$ cat src/rtl/memcyc_pkg.sv
`timescale 1ns/1ps
// Package: shared sequencer state encoding for the memory cycle controller.
package memcyc_pkg;

    typedef enum logic [2:0] {
        ST_IDLE   = 3'd0,  // waiting for a selected request
        ST_DELAY  = 3'd1,  // counting start-delay ticks
        ST_READ   = 3'd2,  // read enable and bus drive active
        ST_HOLD   = 3'd3,  // bus drive held after request release
        ST_WPULSE = 3'd4,  // write pulse active
        ST_WAIT   = 3'd5   // cycle done or cancelled, wait for release
    } memcyc_state_t;

endpackage

$ cat src/rtl/memcyc_dly_clamp.sv
`timescale 1ns/1ps
// Module: memcyc_dly_clamp
// Converts the raw read-delay setting into a tick count and clamps it to MAX_TICKS.
// Assumes: MAX_TICKS fits in CNT_W bits.
module memcyc_dly_clamp #(
    parameter int SEL_W     = 3,
    parameter int MAX_TICKS = 5,
    parameter int CNT_W     = 3
) (
    input  logic [SEL_W-1:0] sel,
    output logic [CNT_W-1:0] ticks
);
    localparam int SUM_W = (SEL_W > CNT_W) ? SEL_W : CNT_W;

    logic [SUM_W-1:0] sel_ext;
    logic [SUM_W-1:0] max_ext;

    // Widen both operands so the compare is width-clean.
    always_comb begin
        sel_ext = SUM_W'(sel);
        max_ext = SUM_W'(MAX_TICKS);
    end

    // Pick the setting or the ceiling, whichever is smaller.
    always_comb begin
        if (sel_ext > max_ext) ticks = CNT_W'(MAX_TICKS);
        else                   ticks = CNT_W'(sel_ext);
    end
endmodule

$ cat src/rtl/memcyc_tick_cnt.sv
`timescale 1ns/1ps
// Module: memcyc_tick_cnt
// Shared down-counter for delay, pulse and hold windows. A load sets the count;
// dec counts down and stops at zero. zero flags the last tick of a window.
// Assumes: load and dec are not both asserted.
module memcyc_tick_cnt #(
    parameter int CNT_W = 3
) (
    input  logic             clk,
    input  logic             rst_n,
    input  logic             load,
    input  logic [CNT_W-1:0] load_val,
    input  logic             dec,
    output logic             zero
);
    logic [CNT_W-1:0] cnt_q;

    // Load or count down the window register.
    always_ff @(posedge clk) begin
        if (!rst_n)                    cnt_q <= '0;
        else if (load)                 cnt_q <= load_val;
        else if (dec && cnt_q != '0)   cnt_q <= cnt_q - 1'b1;
    end

    // Flag an expired window.
    always_comb zero = (cnt_q == '0);
endmodule

$ cat src/rtl/memcyc_seq.sv
`timescale 1ns/1ps
// Module: memcyc_seq
// Cycle sequencer: accepts a selected request, runs the start delay, applies the
// late-inhibit cancel, then steps through read/hold or write-pulse windows.
// Assumes: WR_DLY_TICKS, WR_PULSE_TICKS and HOLD_TICKS are at least 1.
module memcyc_seq
    import memcyc_pkg::*;
#(
    parameter int CNT_W          = 3,
    parameter int WR_DLY_TICKS   = 1,
    parameter int WR_PULSE_TICKS = 2,
    parameter int HOLD_TICKS     = 2
) (
    input  logic             clk,
    input  logic             rst_n,
    input  logic             req_n,
    input  logic             rd_wr,
    input  logic             inhibit,
    input  logic             blk_sel,
    input  logic [CNT_W-1:0] rd_ticks,
    input  logic             cnt_zero,
    output logic             cnt_load,
    output logic [CNT_W-1:0] cnt_val,
    output logic             cnt_dec,
    output memcyc_state_t    state
);
    localparam logic [CNT_W-1:0] WR_DLY_LD = CNT_W'(WR_DLY_TICKS - 1);
    localparam logic [CNT_W-1:0] PULSE_LD  = CNT_W'(WR_PULSE_TICKS - 1);
    localparam logic [CNT_W-1:0] HOLD_LD   = CNT_W'(HOLD_TICKS - 1);

    memcyc_state_t state_q, state_nx;
    logic          is_rd_q, is_rd_nx;
    logic          abort_q, abort_nx;

    // Register the state, the latched direction and the sticky cancel flag.
    always_ff @(posedge clk) begin
        if (!rst_n) begin
            state_q <= ST_IDLE;
            is_rd_q <= 1'b0;
            abort_q <= 1'b0;
        end else begin
            state_q <= state_nx;
            is_rd_q <= is_rd_nx;
            abort_q <= abort_nx;
        end
    end

    // Next-state and counter control for each cycle phase.
    always_comb begin
        state_nx = state_q;
        is_rd_nx = is_rd_q;
        abort_nx = abort_q;
        cnt_load = 1'b0;
        cnt_val  = '0;
        cnt_dec  = 1'b0;
        unique case (state_q)
            ST_IDLE: begin
                if (!req_n && blk_sel) begin
                    is_rd_nx = rd_wr;
                    abort_nx = inhibit;
                    if (rd_wr && rd_ticks == '0) begin
                        state_nx = inhibit ? ST_WAIT : ST_READ;
                    end else begin
                        state_nx = ST_DELAY;
                        cnt_load = 1'b1;
                        cnt_val  = rd_wr ? (rd_ticks - 1'b1) : WR_DLY_LD;
                    end
                end
            end
            ST_DELAY: begin
                if (req_n) begin
                    state_nx = ST_IDLE;
                end else if (cnt_zero) begin
                    if (abort_q || inhibit) begin
                        state_nx = ST_WAIT;
                    end else if (is_rd_q) begin
                        state_nx = ST_READ;
                    end else begin
                        state_nx = ST_WPULSE;
                        cnt_load = 1'b1;
                        cnt_val  = PULSE_LD;
                    end
                end else begin
                    cnt_dec  = 1'b1;
                    abort_nx = abort_q | inhibit;
                end
            end
            ST_READ: begin
                if (req_n) begin
                    state_nx = ST_HOLD;
                    cnt_load = 1'b1;
                    cnt_val  = HOLD_LD;
                end
            end
            ST_HOLD: begin
                if (cnt_zero) state_nx = ST_IDLE;
                else          cnt_dec  = 1'b1;
            end
            ST_WPULSE: begin
                if (cnt_zero) state_nx = req_n ? ST_IDLE : ST_WAIT;
                else          cnt_dec  = 1'b1;
            end
            ST_WAIT: begin
                if (req_n) state_nx = ST_IDLE;
            end
            default: state_nx = ST_IDLE;
        endcase
    end

    // Expose the current phase to the output decode.
    always_comb state = state_q;
endmodule

$ cat src/rtl/memcyc_ctrl.sv
`timescale 1ns/1ps
// Module: memcyc_ctrl (top)
// Memory cycle start-delay controller. Delays the active-low request by a
// programmable number of ticks for reads and a fixed count for writes, cancels on
// a late inhibit, and produces read enable, write pulse and bus-drive enable.
// Assumes: one clk period equals one delay step; inputs are synchronous to clk.
module memcyc_ctrl
    import memcyc_pkg::*;
#(
    parameter int SEL_W          = 3,
    parameter int RD_MAX_TICKS   = 5,
    parameter int WR_DLY_TICKS   = 1,
    parameter int WR_PULSE_TICKS = 2,
    parameter int HOLD_TICKS     = 2
) (
    input  logic             clk,
    input  logic             rst_n,
    input  logic             req_n,
    input  logic             rd_wr,
    input  logic             inhibit,
    input  logic             blk_sel,
    input  logic [SEL_W-1:0] rd_dly_sel,
    output logic             rd_en,
    output logic             wr_pulse,
    output logic             buf_en
);
    localparam int MAX_A     = (RD_MAX_TICKS > WR_DLY_TICKS) ? RD_MAX_TICKS : WR_DLY_TICKS;
    localparam int MAX_B     = (WR_PULSE_TICKS > HOLD_TICKS) ? WR_PULSE_TICKS : HOLD_TICKS;
    localparam int MAX_TICKS = (MAX_A > MAX_B) ? MAX_A : MAX_B;
    localparam int CNT_W     = $clog2(MAX_TICKS + 1);

    logic [CNT_W-1:0] rd_ticks;
    logic             cnt_load, cnt_dec, cnt_zero;
    logic [CNT_W-1:0] cnt_val;
    memcyc_state_t    state;

    memcyc_dly_clamp #(
        .SEL_W     (SEL_W),
        .MAX_TICKS (RD_MAX_TICKS),
        .CNT_W     (CNT_W)
    ) u_clamp (
        .sel   (rd_dly_sel),
        .ticks (rd_ticks)
    );

    memcyc_tick_cnt #(
        .CNT_W (CNT_W)
    ) u_cnt (
        .clk      (clk),
        .rst_n    (rst_n),
        .load     (cnt_load),
        .load_val (cnt_val),
        .dec      (cnt_dec),
        .zero     (cnt_zero)
    );

    memcyc_seq #(
        .CNT_W          (CNT_W),
        .WR_DLY_TICKS   (WR_DLY_TICKS),
        .WR_PULSE_TICKS (WR_PULSE_TICKS),
        .HOLD_TICKS     (HOLD_TICKS)
    ) u_seq (
        .clk      (clk),
        .rst_n    (rst_n),
        .req_n    (req_n),
        .rd_wr    (rd_wr),
        .inhibit  (inhibit),
        .blk_sel  (blk_sel),
        .rd_ticks (rd_ticks),
        .cnt_zero (cnt_zero),
        .cnt_load (cnt_load),
        .cnt_val  (cnt_val),
        .cnt_dec  (cnt_dec),
        .state    (state)
    );

    // Decode the registered phase into glitch-free strobes.
    always_comb begin
        rd_en    = (state == ST_READ);
        wr_pulse = (state == ST_WPULSE);
        buf_en   = (state == ST_READ) || (state == ST_HOLD);
    end
endmodule

$ cat config.mk
export PLATFORM = sky130hd
export DESIGN_NAME = memcyc_ctrl
export DESIGN_NICKNAME = d
export VERILOG_FILES = /design/src/rtl/memcyc_pkg.sv /design/src/rtl/memcyc_dly_clamp.sv /design/src/rtl/memcyc_tick_cnt.sv /design/src/rtl/memcyc_seq.sv /design/src/rtl/memcyc_ctrl.sv
export SDC_FILE = /design/constraint.sdc
export NUM_CORES = 1
export LEC_CHECK = 0
export ABC_AREA = 1
export BUFFER_PORTS_ARGS = -buffer_cell sky130_fd_sc_hd__buf_2
export CAP_MARGIN = 20
export CORE_MARGIN = 4
export CORE_UTILIZATION = 57
export CTS_BUF_LIST = sky130_fd_sc_hd__clkbuf_8
export CTS_CLUSTER_SIZE = 24
export DETAILED_ROUTE_END_ITERATION = 6
export PLACE_DENSITY = 0.8
export SLEW_MARGIN = 40
export SYNTH_ARGS = -nofsm -noshare
export SYNTH_HDL_FRONTEND = slang
export SYNTH_SLANG_ARGS = --single-unit
$ cat constraint.sdc
create_clock -name clk -period 2 [get_ports clk]
set_input_delay 0.4 -clock clk [delete_from_list [all_inputs] [get_ports clk]]
set_output_delay 0.4 -clock clk [all_outputs]
set_load 0.03 [all_outputs]
# --- Yosys cells after proc, flatten, opt, wreduce, memory -nomap -nowiden ---
# Cells that the tools add are included.
totals:
  elab_cells: 77
  ff_bits: 8
op_classes:
  order_cmp: 1
  bitwise: 1
  n_reduce_logical: 16
  eq_ne: 13
  add_sub_neg: 2
  n_mux: 40
op_table:
  columns: ["operator", "n"]
  rows:
  - ["$mux 3", 21]
  - ["$pmux 3 s6", 1]
  - ["$mux 1", 14]
  - ["$ne 2x2->1 const B", 5]
  - ["$logic_not 3->1", 3]
  - ["$pmux 3 s3", 1]
  - ["$eq 3x2->1 const B", 2]
  - ["$eq 3x3->1 const B", 2]
  - ["$reduce_and 6->1", 1]
  - ["$sub 3x1->3 const B", 2]
  - ["$ne 2x1->1 const B", 2]
  - ["$pmux 1 s2", 2]
  - ["$reduce_and 4->1", 1]
  - ["$reduce_bool 2->1", 2]
  - ["$eq 3x1->1 const B", 1]
  - ["$gt 3x3->1 const B", 1]
  - ["$logic_and 1x1->1", 3]
  - ["$ne 3x3->1 const B", 1]
  - ["$pmux 1 s3", 1]
  - ["$reduce_bool 3->1", 1]
  - ["$logic_or 1x1->1", 2]
  - ["$reduce_and 2->1", 1]
  - ["$reduce_or 2->1", 1]
  - ["$logic_not 1->1", 1]
  - ["$or 1x1->1", 1]

# --- Logic depth before layout (Yosys ltp) ---
# Gate-level depths: netlist of run 1.
logic_depth:
  depth_word: 8
  mapped_depth: 12
  mapped_depth_nobuf: 12

# --- By module ---
# From an unflattened synthesis of run 1, not the netlist that was laid out.
hier_totals:
  cells_unflattened: 144
  hier_area_um2: 812.0
by_module_without_submodules:
  columns: ["module", "n_inst", "seq_area_each_um2", "area_per_inst_um2", "cells_each"]
  rows:
  - ["memcyc_seq", 1, 100.1, 558.0, 98]
  - ["memcyc_tick_cnt", 1, 60.1, 197.7, 33]
  - ["memcyc_ctrl", 1, 0.0, 33.8, 7]
  - ["memcyc_dly_clamp", 1, 0.0, 22.5, 6]

# --- Least setup slack after synthesis of run 1 ---
# No wires, ideal clock.
synth_timing:
  path_kind: "input-to-reg"
  from: "input port rd_dly_sel[2]"
  to: "register u_cnt.cnt_q[0]"
  slack_ns: 0.407
  path_stages: 12
  setup_ns: 0.113
  t_arrival_ns: 1.480
  n_path_buf: 0
  cell_sequence: "inv_1 nand2_1 ha_1 ha_1 nand2_1 inv_1 nor2_1 nand2_4 nand3_2 nor2_1 nor2_1 nor2_1"
synth_via:
  elab_chain_len: 8
  word_cells_on_any_way: 14
  classes_between: "add/sub: 1; order compare: 1; mux: 9; reduce/logical: 3"
synth_lines:
  columns: ["element", "line", "source"]
  rows:
  - ["from (decl)", "memcyc_ctrl.sv:22", "input logic [SEL_W-1:0] rd_dly_sel,"]
  - ["$gt 3x3->1", "memcyc_dly_clamp.sv:26", "if (sel_ext > max_ext) ticks = CNT_W'(MAX_TICKS);"]
  - ["$mux 3 (*)", "memcyc_dly_clamp.sv:26", null]
  - ["$sub 3x1->3 / $logic_not 3->1 (equally long branches)", "memcyc_seq.sv:66, memcyc_seq.sv:61", null]
  - ["$mux 3 / $logic_and 1x1->1 (equally long branches)", "memcyc_seq.sv:66, memcyc_seq.sv:61", null]
  - ["$mux 3 / $mux 1 (equally long branches)", "memcyc_seq.sv:61", "if (rd_wr && rd_ticks == '0) begin"]
  - ["$mux 3 / $mux 1 (equally long branches)", "memcyc_seq.sv:58", "if (!req_n && blk_sel) begin"]
  - ["$pmux 3 s3 / $pmux 1 s3 (equally long branches)", "memcyc_seq.sv:56", "unique case (state_q)"]
  - ["$mux 3 / $reduce_bool 2->1 (equally long branches)", null, null]
  - ["to (signal assigned)", "memcyc_tick_cnt.sv:21", "else if (load) cnt_q <= load_val;"]
  - ["to (signal assigned)", "memcyc_tick_cnt.sv:22", "else if (dec && cnt_q != '0) cnt_q <= cnt_q - 1'b1;"]
  - ["to (decl)", "memcyc_tick_cnt.sv:16", "logic [CNT_W-1:0] cnt_q;"]
# Mark *: on every way between the ends. The rest lies on a longest branch, timed or not.
# A chain may end at the register's enable or synchronous reset.

# --- Worst setup path after layout of run 1 ---
layout_timing:
  from: "input port rd_dly_sel[2]"
  to: "register u_cnt.cnt_q[2]"
# The elaborated chain is that of the path after synthesis.

==> metrics, run 1 <==
Crit Path Category=input pin to flip-flop; warnings from Yosys=0; die width=44.35 um; total CTS buffers=3; area growth from synthesis to layout=15.12%; clock sinks=8; leakage=0.0004743 uW; CTS Hold Bufs=0; WL per Instance=11.21 um; Synth Instances=127; synthesized area=753.2 sq um; most common cell after layout, fill and taps aside=nand2_1; Initial Utilization=64.32%; Final Hold Vio Count=0; antenna violations before repair=0; initial DRC count=36; htree depth=1; Pwr per Cell Area=1039 nW/um^2; die span in y=44.35 um; Yosys reg bits=8; setup slack, reg-to-reg=460 ps; clock root buffer=clkbuf_8; Crit Path Max Fanout=6; Tcrit/Tclk final=81.69%; setup TNS=0 ps; Fmax=612.1 MHz; Overflow after GRT=0; Hold Path End=u_cnt.cnt_q[2]; count of input and output buffers=11; max-cap viol count=0; Worst Reg-to-Reg Cells=9; Vias/cell=5.465; largest net degree at the start of global routing=8; Slew Limit Headroom=80.08%; Max VDD drop=0.7434 mV; CP Launch Type=input pin; die area=1967 sq um; Mapped Nets=140; post-CTS setup buffer count=0; Worst setup EP type=flip-flop; Hold Crit Start=rst_n; post-CTS sizing=0; Worst EP required=2170 ps; DRC=0; RR Startpoint=u_cnt.cnt_q[0]; TritonCTS clock tree=built; CTS clock-pin slew for the worst setup and hold paths=40 ps; routability cong.=0.9001; nets=156; Final HPWL DP=1411 um; worst hold-check path type=input pin to flip-flop; global-route wire length before repair=2884 um; I/O pin cnt=12; Hold Path Depth=3; layout cells sized above 1=22.70%; slew at the pin closest to its max-slew limit=298.4 ps; Setup-failing EPs final=0; DR pass1 iterations=4; Distinct cells, synth=19; sequential share of the synthesized area=21.26%; CP arrival=1810 ps; Finished Layout Cells=155; placed cell count=152; vias in the first global route=717; syn_area_per_cell=5.931 sq um; gr usage total=20.35%; most frequent cells in the layout=nand2_1 (28), nor2_1 (21), inv_1 (17); Slew Limit Fails=0; RR Endpoint=u_seq.state[1]; outcome=finished, final reports clean; core box area=1171 sq um; FILL cells=98; vias=847; drt total wl=1738 um; Worst-Skew Late Latency=230 ps; clock tree buffer depth=2; clk_skew=3.174 ps; Final min period=1634 ps; unrepaired setup endpoints after global routing=false; number of cell rows=12; Antenna Diode Count=0; post-route ant nets=0
[metal layers]
metal  up-vias  track usage (%)  wire length, um
met5         -                0                0
met4         0            10.84               29
met3         3            6.098              134
met2        37            32.56              757
met1       374            24.21              816
li1        433                -                -
[metrics by stage]
step	setup slack (ps)	hold WS, ps	area, sq um	util, %	power [uW]
global placement	211.3	454.6	825.8	70.51	688.0
CTS	369.6	425.2	867.1	74.04	897.1
finish	366.3	435.7	867.1	74.04	901.3
detailed placement	136.6	458.4	825.8	70.51	695.8
floorplan	407.0	444.0	753.2	-	604.7
global route	252.6	427.1	867.1	74.04	981.6
[where the power goes]
| group | switching [uW] | total (uW) | internal (uW) |
|---|---|---|---|
| Combinational | 311 | 473 | 162 |
| Clock | 66.9 | 198 | 131 |
| Sequential | 33.1 | 231 | 197 |
[registers in the layout (all words and copies together) (netlist names)]
register,count
u_seq.state,3
u_cnt.cnt_q,3
u_seq.abort_q,1
u_seq.is_rd_q,1
[synth_stat cells]
cell type / instances / share of area, %
nor2_2: 6 / 5.0
nand3b_1: 1 / 1.0
nor3_1: 2 / 1.3
nand2_2: 2 / 1.7
inv_2: 3 / 1.5
ha_1: 4 / 6.6
o21ai_0: 4 / 2.7
nand3_2: 4 / 5.3
o21ai_1: 1 / 0.66
nand3_1: 9 / 6.0
xor2_1: 1 / 1.2
nor2_1: 21 / 10
inv_4: 1 / 0.83
nand2_4: 2 / 3.0
nand2_1: 28 / 14
a21oi_1: 10 / 6.6
nand4_1: 3 / 2.5
dfxtp_1: 8 / 21
inv_1: 17 / 8.5
[layout make-up]
cell class,instances,area (sq um),share of cell area [%]
Clock buffer,3,41.29,4.762
Inverter,21,81.33,9.380
Multi-Input combinational cell,98,511.7,59.02
Sequential cell,8,160.2,18.47
Tap cell,14,17.52,2.020
Timing Repair Buffer,11,55.05,6.349
[worst max-delay path, stage by stage]
cell,delay (ps)
buf_2,100
inv_1,70
nand2_1,50
ha_1,180
ha_1,210
nand2_1,110
inv_1,60
nor2_1,170
nand2_4,90
nor3_1,190
nor2_1,80
nor2_1,100
[worst max path at each step]
stage                             start              to  slack [ps]  depth (start not counted)
after global routing      rd_dly_sel[2]  u_cnt.cnt_q[2]         250                         12
final                     rd_dly_sel[2]  u_cnt.cnt_q[2]         370                         12
after detailed placement  rd_dly_sel[2]  u_cnt.cnt_q[2]         140                         12
after CTS                 rd_dly_sel[2]  u_cnt.cnt_q[2]         370                         12
after floorplan           rd_dly_sel[2]  u_cnt.cnt_q[0]         410                         12
after global placement    rd_dly_sel[2]  u_cnt.cnt_q[2]         210                         12
[kinds of logic after synthesis]
| group | after synthesis | share of synthesized area [%] |
|---|---|---|
| xor+xnor | 1 | 1.163 |
| simple gates | 78 | 50.17 |
| fa+ha+maj | 4 | 6.645 |
| flops | 8 | 21.26 |
| compound gates | 15 | 9.967 |
| buf+inv | 21 | 10.80 |
No activity file was read; power rests on OpenSTA's default activity.
==> run 2: changes to the inputs <==
Clock period 2 ns to 1.6 ns, I/O delays scaled along.
==> run 2 against run 1 <==
Compared with the run above: worst hold slack got worse by 83 ps; register-to-register slack lost 320 ps; worst setup slack worse by 250 ps; clock power grew 25%; die area stayed put; flip-flop and latch count stayed put.
==> metrics, run 2 (synthesized netlist as in run 1, its figures left out) <==
core box area=1171 sq um; slowest stage delay, CP=370 ps; total CTS buffers=3; most frequent cells in the layout=nand2_1 (26), nor2_1 (20), inv_1 (17); antenna violations before repair=0; Antenna Diode Count=0; CTS Hold Bufs=0; Worst setup EP type=primary output; worst-path cell chain=inv_2 -> nand3_2 -> inv_1 -> buf_2; Slew Limit Headroom=80.49%; post-route ant nets=0; slew at the pin closest to its max-slew limit=292.3 ps; Max VDD drop=0.7435 mV; area growth from synthesis to layout=23.26%; global-route wire length before repair=3029 um; routability cong.=0.8612; Final HPWL DP=1456 um; htree depth=1; fin util=79.27%; FF/Latch Area=160.2 sq um; Crit Path Max Fanout=7; FILL cells=89; Crit Path Category=flip-flop to primary output; largest net degree at the start of global routing=8; clk_skew=10.33 ps; total power=1178 uW; die width=44.35 um; number of cell rows=12; CP arrival=1170 ps; outcome=finished, final reports clean; setup slack, reg-to-reg=140 ps; Final Hold Vio Count=0; gr usage total=21.10%; post-CTS sizing=0; WL per Instance=12.06 um; Final min period=1486 ps; Worst EP required=1280 ps; Overflow after GRT=0; CTS clock-pin slew for the worst setup and hold paths=50 ps; worst hold-check path type=input pin to flip-flop; layout cells sized above 1=28.97%; Pwr per Cell Area=1269 nW/um^2; TritonCTS clock tree=built; clock tree buffer depth=2; max-cap viol count=0; CP Launch Type=flip-flop; DRC=0; Tcrit/Tclk final=92.88%; Fmax=672.9 MHz; vias=878; nets=160; area of the multi-input gates=543.0 sq um; Vias/cell=5.522; die area=1967 sq um; most common cell after layout, fill and taps aside=nand2_1; crit path buf inv count=3; cell family with most CP delay=buffers and inverters; Worst-Skew Late Latency=230 ps; die span in y=44.35 um; drt total wl=1917 um; post-CTS setup buffer count=0; unrepaired setup endpoints after global routing=false; Setup-failing EPs final=0; initial DRC count=47; vias in the first global route=712; slowest CP cell=dfxtp_1; count of input and output buffers=11; DR pass1 iterations=4; Slew Limit Fails=0; Initial Utilization=64.32%; clock sinks=8; leakage=0.0004949 uW; clock root buffer=clkbuf_8; I/O pin cnt=12; WHS=352.4 ps
[run 2: report_power, final]
| part | internal, uW | switching (uW) | leakage [uW] | total [uW] |
|---|---|---|---|---|
| Sequential | 247 | 44.0 | 0.0000655 | 291 |
| Clock | 163 | 83.8 | 0.0000216 | 247 |
| Combinational | 218 | 422 | 0.000408 | 640 |
[run 2: through the flow]
stage                     setup WS, ps  setup TNS (ps)  cells  instance area (sq um)
after floorplan                  87.02               0    127                  753.2
after global placement          -84.08          -235.1    156                  855.8
after detailed placement        -146.4          -496.3    156                  855.8
after CTS                        89.09               0    159                  897.1
after global routing             7.593               0    159                  928.4
final                            113.9               0    159                  928.4
[run 2: area by class of cell]
cell class	instances	share of cell area, %
multi-input cells	98	58.49
flip-flops and latches	8	17.25
repair buffers	15	9.164
inverters	21	8.760
clock buffers	3	4.447
well taps	14	1.887
[run 2: worst reg2reg max path: stages, from the launching register on]
cell and delay [ps]:
dfxtp_1 300, inv_1 120, ha_1 200, nand2_2 120, nand3_4 130, inv_2 70, nor2_4 150, nand4_1 140
nand2_1 90, nor2_1 40
[run 2: final timing paths]
check            startpoint              to  depth (start not counted)
max          u_seq.state[2]           rd_en                          4
min                   rst_n  u_cnt.cnt_q[0]                          3
max reg2reg  u_cnt.cnt_q[0]  u_cnt.cnt_q[1]                          9
min reg2reg   u_seq.abort_q   u_seq.abort_q                          2
[run 2: per-layer routing]
metal | global-route usage, % | share of wire (%)
met1 | 27.85 | 43
met2 | 31.69 | 43
met3 | 6.911 | 10
met4 | 7.831 | 3.0
met5 | 0 | 0
==> run 3: changes to the inputs <==
Settings changed: PLACE_DENSITY 0.8 to 0.86.
==> run 3 against run 2 <==
Compared with the run above: wire length grew 7.9%; die area unchanged; utilization increased by 1.5 points; register-to-register slack worse by 20 ps; clock-buffer cell count did not move; worst setup slack worse by 13 ps; non-clock buffer count is the same; sequential power is essentially flat; clock power about the same; via count is 0.46% higher; flip-flop and latch count stayed put; largest cell class unchanged.
==> metrics, run 3 (synthesized netlist as in run 1, its figures left out) <==
layout cells sized above 1=30.34%; Finished Layout Cells=159; Setup-failing EPs final=0; Tcrit/Tclk final=93.69%; Fmax=667.1 MHz; Overflow after GRT=0; most frequent cells in the layout=nand2_1 (26), nor2_1 (20), inv_1 (16); Crit Path Max Fanout=7; Power Internal=636.1 uW; setup TNS=0 ps; most common cell after layout, fill and taps aside=nand2_1; Vias/cell=5.547; core box area=1171 sq um; area growth from synthesis to layout=25.58%; clock share of power=20.6%; Crit Path Category=flip-flop to primary output; clock tree buffer depth=2; Hold Path Depth=3; RR Startpoint=u_cnt.cnt_q[0]; Hold Path End=u_cnt.cnt_q[0]; Slew Limit Headroom=78.77%; Hold Crit Start=rst_n; nets=160; post-route ant nets=0; initial DRC count=42; RR Endpoint=u_seq.state[1]; die span in y=44.35 um; Reg power frac=24.3%; Final min period=1499 ps; htree depth=1; area of the multi-input gates=560.5 sq um; die area=1967 sq um; leakage=0.0004965 uW; clock sinks=8; CP arrival=1180 ps; die width=44.35 um; Slew Limit Fails=0; post-CTS setup buffer count=0; Worst EP required=1280 ps; Final HPWL DP=1478 um; worst hold-check path type=input pin to flip-flop; Initial Utilization=64.32%; Sw Share=46.87%; drt total wl=2069 um; WL per Instance=13.01 um; vias in the first global route=769; Max VDD drop=0.7566 mV; FF/Latch Area=160.2 sq um; FILL cells=79; Worst setup EP type=primary output; slew at the pin closest to its max-slew limit=317.2 ps; Net Sw Power=561.3 uW; vias=882; Worst-Skew Late Latency=230 ps; fin util=80.77%; Worst Reg-to-Reg Cells=9; max-cap viol count=0; Pwr per Cell Area=1266 nW/um^2; Final Hold Vio Count=0; gr usage total=21.03%; CTS clock-pin slew for the worst setup and hold paths=40 ps; setup slack, reg-to-reg=120 ps; CP Launch Type=flip-flop; logic gate share of total power=55.1%; number of cell rows=12; global-route wire length before repair=3111 um; largest net degree at the start of global routing=8; clock root buffer=clkbuf_8; DR pass1 iterations=4; I/O pin cnt=12; routability cong.=0.8465; total CTS buffers=3; DRC=0; design area=945.9 sq um; count of input and output buffers=11; TritonCTS clock tree=built; outcome=finished, final reports clean; antenna violations before repair=0; Antenna Diode Count=0; placed cell count=156; placed cell area=855.8 sq um; clk_skew=0.1988 ps
## run 3: cell count changes in the layout (fill, tap and decap cells not counted)
cell	previous run	this run
nor3_1	2	1
inv_2	3	4
nand3_4	1	2
nor3_2	0	1
nand3_2	4	3
nor2_4	1	2
inv_1	17	16
nor2_2	6	5
## run 3: repair_timing
item | in CTS | in global routing
resized for setup | 0 | 12
setup endpoints to repair | 0 | 6
hold buffers | 0 | 0
## run 3: final cells by class
cell class,instances,area share [%]
Clock buffer,3,4.365
Inverter,21,8.598
Multi-Input combinational cell,98,59.26
Timing Repair Buffer,15,8.995
Sequential cell,8,16.93
Tap cell,14,1.852
## run 3: routing by layer
metal / global-route usage [%] / wire length (um) / up-vias
met3: 2.439 / 135 / 6
met2: 36.05 / 1007 / 38
met1: 26.94 / 880 / 398
li1: - / - / 440
met5: 0 / 0 / -
met4: 7.229 / 44 / 0
## run 3: power groups by stage
stage | sequential (uW) | combinational, uW | clock [uW]
after CTS | 289 | 594 | 248
after detailed placement | 293 | 586 | 0
after global routing | 297 | 742 | 256
after global placement | 290 | 570 | 0
final | 291 | 660 | 247
after floorplan | 282 | 474 | 0
## run 3: worst max path at each step
stage	start	to	cells after the start
5_1_grt	u_cnt.cnt_q[0]	u_seq.state[1]	9
3_3_place_gp	rd_dly_sel[2]	u_cnt.cnt_q[2]	12
3_5_place_dp	rd_dly_sel[2]	u_cnt.cnt_q[2]	12
4_1_cts	rd_dly_sel[2]	u_cnt.cnt_q[2]	12
2_1_floorplan	rd_dly_sel[2]	u_cnt.cnt_q[0]	12
6_report	u_seq.state[1]	rd_en	3
## run 3: through the flow
stage | worst slack, ps | hold WS, ps | total power [uW]
finish | 100.9 | 347.0 | 1197
global route | -18.51 | 353.8 | 1295
floorplan | 87.02 | 441.4 | 755.9
detailed placement | -138.5 | 481.9 | 878.7
global placement | -78.49 | 453.2 | 860.4
CTS | 82.27 | 345.1 | 1131
## run 3: critical path, cell delays in order, from the launching register on
cell and delay (ps):
dfxtp_1 490, nand3_2 160, inv_1 100, buf_2 190
